`src/rtl/dcount_tmo.sv`:
```
module dcount_tmo #(
  parameter int W = 3
) (
  input  logic         clk,
  input  logic         clr,
  input  logic         ld,
  input  logic [W-1:0] din,
  input  logic         mod_en,
  output logic [W-1:0] cnt,
  output logic         tmo,
  output logic [6:0]   seg
);

  logic reload;

  assign tmo    = (cnt == '0);
  assign reload = ld | (mod_en & tmo);

  always_ff @(posedge clk) begin
    if (clr)         cnt <= '0;
    else if (reload) cnt <= din;
    else             cnt <= cnt - W'(1);
  end

  always_comb begin
    case (cnt[2:0])
      3'd0:    seg = 7'h7E;
      3'd1:    seg = 7'h30;
      3'd2:    seg = 7'h6D;
      3'd3:    seg = 7'h79;
      3'd4:    seg = 7'h33;
      3'd5:    seg = 7'h5B;
      3'd6:    seg = 7'h5F;
      default: seg = 7'h70;
    endcase
  end

  logic armed = 1'b0;
  always_ff @(posedge clk) if (clr) armed <= 1'b1;

  AST_CLEAR_WINS: assert property (@(posedge clk) disable iff (!armed)
    clr |=> (cnt == '0));
  AST_LOAD_TAKES: assert property (@(posedge clk) disable iff (!armed)
    (!clr && ld) |=> (cnt == $past(din)));
  AST_STEP_DOWN: assert property (@(posedge clk) disable iff (!armed)
    (!clr && !ld && !(mod_en && tmo)) |=> (cnt == $past(cnt) - W'(1)));
  AST_MOD_RELOAD: assert property (@(posedge clk) disable iff (!armed)
    (!clr && mod_en && tmo) |=> (cnt == $past(din)));
  AST_SEG_ZERO: assert property (@(posedge clk) disable iff (!armed)
    tmo |-> (seg == 7'h7E));
  AST_ZERO_HOLD: assert property (@(posedge clk) disable iff (!armed)
    (!clr && mod_en && tmo && din == '0) |=> tmo);

endmodule

```
`config.mk`:
```
export PLATFORM = sky130hd
export DESIGN_NAME = dcount_tmo
export DESIGN_NICKNAME = d
export VERILOG_FILES = /design/src/rtl/dcount_tmo.sv
export SDC_FILE = /design/constraint.sdc
export NUM_CORES = 1
export LEC_CHECK = 0
export BUFFER_PORTS_ARGS = -buffer_cell sky130_fd_sc_hd__buf_4
export CORE_AREA = 2 2 39 41
export CTS_CLUSTER_DIAMETER = 30
export DETAILED_ROUTE_END_ITERATION = 6
export DIE_AREA = 0 0 41 43
export REMOVE_ABC_BUFFERS = 1
export SYNTH_ARGS = -nofsm -noshare
export SYNTH_HDL_FRONTEND = slang
export SYNTH_SLANG_ARGS = --single-unit
```
`constraint.sdc`:
```
create_clock -name clk -period 3.7 [get_ports clk]
set_clock_uncertainty 0.15 [all_clocks]
set_input_delay 0.37 -clock clk [delete_from_list [all_inputs] [get_ports clk]]
set_output_delay 0.37 -clock clk [all_outputs]
set_load 0.05 [all_outputs]
```
After elaboration in Yosys (flattened, before gate mapping)
Index checks and enable logic that the tools add are counted.
Cells by class
  multiply operators: 0
  reduce and logical (&&, ||, !) cells: 1
  order comparisons: 0
  shift-type cells: 0
  add/sub/neg operators: 1
  mux-type cells: 2
  divide/modulo/power cells: 0
  bitwise gates (word level): 2
  equal/unequal tests: 6
Operators by type and width (count)
  one-hot mux 7 bit (7 select lines): 1
  equality test 3 bit (second input constant): 3
  equality test 3 x 2 -> 1 bit (second input constant): 2
  equality test 3 x 1 -> 1 bit (second input constant): 1
  logical NOT 3 bit: 1
  two-way mux 3 bit: 1
  subtractor 3 x 1 -> 3 bit (second input constant): 1
  AND 1 bit: 1
  OR 1 bit: 1
Storage, ports and cells
  RAM bits: 0
  latch bits: 0
  bits of input ports: 7
  memories: 0
  memory bits (read-only): 0
  register bits: 3
  output and inout bits: 11
  logic and storage cells: 13

Logic depth before layout (Yosys ltp)
  depth after elaboration: 4
  depth in mapped cells: 5
  depth with buffers taken out: 5

Least setup slack after synthesis
No wires, ideal clock.
  path kind: register to output
  start: register cnt[0]
  end: output port seg[4]
  slack: 220 ps
  buffers on the path: 0
  data arrival time: 2960 ps
  required time: 3180 ps
  stages on the path, launching flop included: 4
  cells stage by stage: dfxtp_1 -> inv_1 -> ha_1 -> o311ai_0
On the way
  cells in the longest elaborated chain, start to end: 2
  elaborated cells on any way between the ends: 8
  those cells by class: eq/ne: 6; mux: 1; reduce/logical: 1
RTL lines
  start: declaration: line 9  | output logic [W-1:0] cnt,
  start signal: assignment: line 21  | else if (reload) cnt <= din;
  start signal: assignment: line 22  | else cnt <= cnt - W'(1);
  equality test 3 bit (tied with other cells): line 26  | case (cnt[2:0])
  one-hot mux 7 bit (7 select lines) (*): line 26
  end: declaration: line 11  | output logic [6:0] seg
Mark *: on every way between the ends. The rest lies on a longest branch, timed or not.

Worst setup path in the final report
  start: register cnt[1]
  end: output port seg[0]
Same word-level chain as after synthesis.

==> impl_metrics.yaml <==
yosys:
  post-synth-top-area-cell: "ha_1"
  synth_cells: 37
  avgSynthCellArea_um2: 7.981
  yosysUniqueCellTypes: 19
  synth_top_cells_by_area: "ha_1 21%, dfxtp_1 20%, o21ai_0 6.8%, nor2b_1 6.4%, o41ai_1 5.9%"
  yosys_register_bits: 3
  netlist.area_leader.share_pct: 21.19
  ys.warnings.count: 0
  netlist_area_um2: 295.3
  synth.yosys.seq_area_share_pct: 20.34
timing:
  final_period_minus_worst_setup_slack_ps: 2202
  final_hold_viol_count: 0
  final_critical_path_share_of_the_clock_period_pct: 59.52
  timing.hold.ws_ps: 188.2
  fin_tns_setup_ps: 0
  max_slew.worst_pin.slew_ps: 329.1
  setup_viol: 0
  slew_viol_final: 0
  fmax_ghz: 0.4541
  slew_headroom_pct: 77.78
  setup_repair_after_global_routing_missed_its_margin: "no"
route:
  wl_per_cell_um: 9.000
  wl_met3_um: 55
  m1WireLength_um: 295
  via_count: 333
  drt_drc_violations_left: 0
  via_per_inst: 4.500
  met2RoutedLength_um: 308
  detail_route.iter0.violations: 8
  drt_wl_total_um: 666
  highest_layer: "met4"
  drt_pass1_iterations: 2
  ant_nets: 0
power_and_ir_drop:
  p_leak_nw: 0.2229
  power.density_cell_area_mw_per_mm2: 523.5
  power.switching_uw: 120.1
  p_comb_share_pct: 59.9
  sequential_share_of_power_pct: 17.3
  sw_frac_of_total_pct: 48.90
  vdd.ir_drop.worst_uv: 207.9
  share_clk_of_total_power_pct: 22.8
  intPower_uw: 125.5
critical_path:
  worst-r2r-setup-slack_ps: 2060
  critical_path.reg2reg.startpoint: "cnt[0]"
  critical_path.startpoint_type: "flop"
  wp_data_required_ps: 3180
  critical_path.slowest_cell: "dfxtp_1"
  worstRegToRegCells: 5
  cpPeakStageDelay_ps: 380
  regToRegEndpoint: "cnt[0]"
  critPathKind: "flop to primary output"
  cp_max_fo: 5
  crit_path_cell_trace: "inv_1, ha_1, nor2b_1, a21oi_1, or2_2, buf_4"
  setup.worst_path.start: "cnt[1]"
  critPathCaptureType: "primary output"
  crit_arrival_ps: 1680
cts:
  htree_num_levels: 1
  clock_buffer_count_from_cts: 3
  clkLatencyLatePin_ps: 230
  clkTransAtPathRegs_ps: 40
  postCtsSetupBuffers: 0
  cts_num_sinks: 3
  quantity_of_gates_resized_following_cts: 0
  postCtsHoldBufs: 0
  cts_buffer_depth: 2
  cts_root_buf: "clkbuf_4"
  clock_tree_from_tritoncts: "yes"
final_layout:
  max_flop_register: "cnt"
  seq_area_um2: 60.06
  multi_input_comb_area_um2: 224.0
  fraction_of_final_layout_cells_sized_beyond_drive_strength_1_pct: 39.66
  final_net_count: 71
  antenna_cells_inserted: 0
  fillCellCount: 145
  layout_overhead_on_the_synthesized_area_pct: 58.90
  biggestRegsByFlops: "cnt: 3 flops"
  finished_layout_cell_area_um2: 469.2
  largest_reg_flops: 3
grt:
  grt.total_usage_pct: 9.127
  grt_overflow_total: 0
  number_of_antenna_violations_at_the_first_check_in_global_routing: 0
  first_global_vias: 291
  grt_first_pass_wirelength_mm: 1.048
  grt_start_max_net_pins: 9
hold_path:
  hold_path_depth: 2
  hp-class: "primary input to flop"
  min_to: "cnt[0]"
  hp-start: "clr"
floorplan:
  initial_util_pct: 21.34
  placement_rows: 14
  core_footprint_mm2: 0.001384
  fp.dieArea_mm2: 0.001763
  design.portCount: 18
  floorplan.die.width_um: 41
  die_y_um: 43
placed_design:
  dp_hpwl_um: 531.5
  port_buffers: 17
  gp_congestion: 0.7095
  postPlaceCellArea_um2: 442.9
run_status:
  run_status: "complete, no violations"
flow_run:
  cap_viol_max_count: 0
## worst max-delay path by stage
stage / slack, ps / cells after the start / endpoint
after global placement: 1710 / 6 / seg[0]
final: 1500 / 6 / seg[0]
after detailed placement: 1740 / 6 / seg[0]
after floorplan: 220 / 3 / seg[4]
after global routing: 1360 / 6 / seg[0]
after CTS: 1480 / 6 / seg[0]
## synth_stat cells (all sizes together)
| cell type | instances |
|---|---|
| ha | 5 |
| and3b | 1 |
| nand2 | 2 |
| dfxtp | 3 |
| inv | 3 |
| or2 | 2 |
| o311ai | 1 |
| a21oi | 2 |
| nor2 | 2 |
| nand3 | 1 |
| nor2b | 3 |
| or3 | 1 |
| nor3 | 1 |
| xnor2 | 1 |
| o41ai | 2 |
| nand2b | 1 |
| o21ai | 4 |
| o21bai | 1 |
| a21o | 1 |
## worst max-delay path: cells and delay by family, from the launching register on
kind                       cells  cell delay, ps
and+or+nand+nor                2             470
DFF                            1             380
buffers and inverters          2             290
adders and majority gates      1             230
AOI/OAI and AO/OA              1              90
## placed cells by master, fill, tap and decap left out
cell / netlist / layout
nor2_1: 2 / 2
nor3_1: 1 / 1
or3_1: 1 / 1
and3b_4: 1 / 1
inv_1: 3 / 3
a21oi_1: 2 / 2
nand2b_1: 1 / 1
xnor2_1: 1 / 1
nand3_1: 1 / 1
ha_1: 5 / 5
or2_2: 2 / 2
dfxtp_1: 3 / 3
o311ai_0: 1 / 1
clkbuf_1: 0 / 1
buf_4: 0 / 17
clkbuf_4: 0 / 3
nor2b_1: 3 / 3
nand2_1: 2 / 2
o21bai_1: 1 / 1
a21o_1: 1 / 1
o21ai_0: 4 / 4
o41ai_1: 2 / 2
## per-layer routing
metal  vias to the layer above  track usage, %
met5                         -               0
met4                         0           8.000
met3                         2           3.141
met2                        14           12.81
met1                       144           10.26
li1                        173               -
## power by group through the flow
stage	Sequential [mW]	Combinational, mW	Clock (mW)
4_1_cts	0.0427	0.149	0.0592
3_3_place_gp	0.0434	0.149	0
5_1_grt	0.0436	0.157	0.0621
6_report	0.0426	0.147	0.0559
2_1_floorplan	0.0552	0.0940	0
3_5_place_dp	0.0431	0.148	0
## final cells by class
class / instances / area share (%)
Clock buffer: 4 / 5.600
Inverter: 3 / 2.400
Multi-Input combinational cell: 31 / 47.73
Sequential cell: 3 / 12.80
Tap cell: 16 / 4.267
Timing Repair Buffer: 17 / 27.20
## logic make-up (layout without fill, tap and decap cells)
kind of cell    Yosys count  count (layout)  share of synthesized area [%]
compound gates           11              11                          24.16
fa+ha+maj                 5               5                          21.19
xor+xnor                  1               1                          2.967
buf+inv                   3              24                          3.813
simple gates             14              14                          27.54
flops                     3               3                          20.34
## per-stage QoR
stage,util (%),power (mW),worst slack [ps],cells
after floorplan,-,0.1492,219.6,37
after global placement,32.01,0.1921,1709,70
after detailed placement,32.01,0.1914,1745,70
after CTS,33.91,0.2506,1478,74
after global routing,33.91,0.2626,1358,74
final,33.91,0.2456,1498,74
Note: power is estimated with default switching activity, not from simulation.
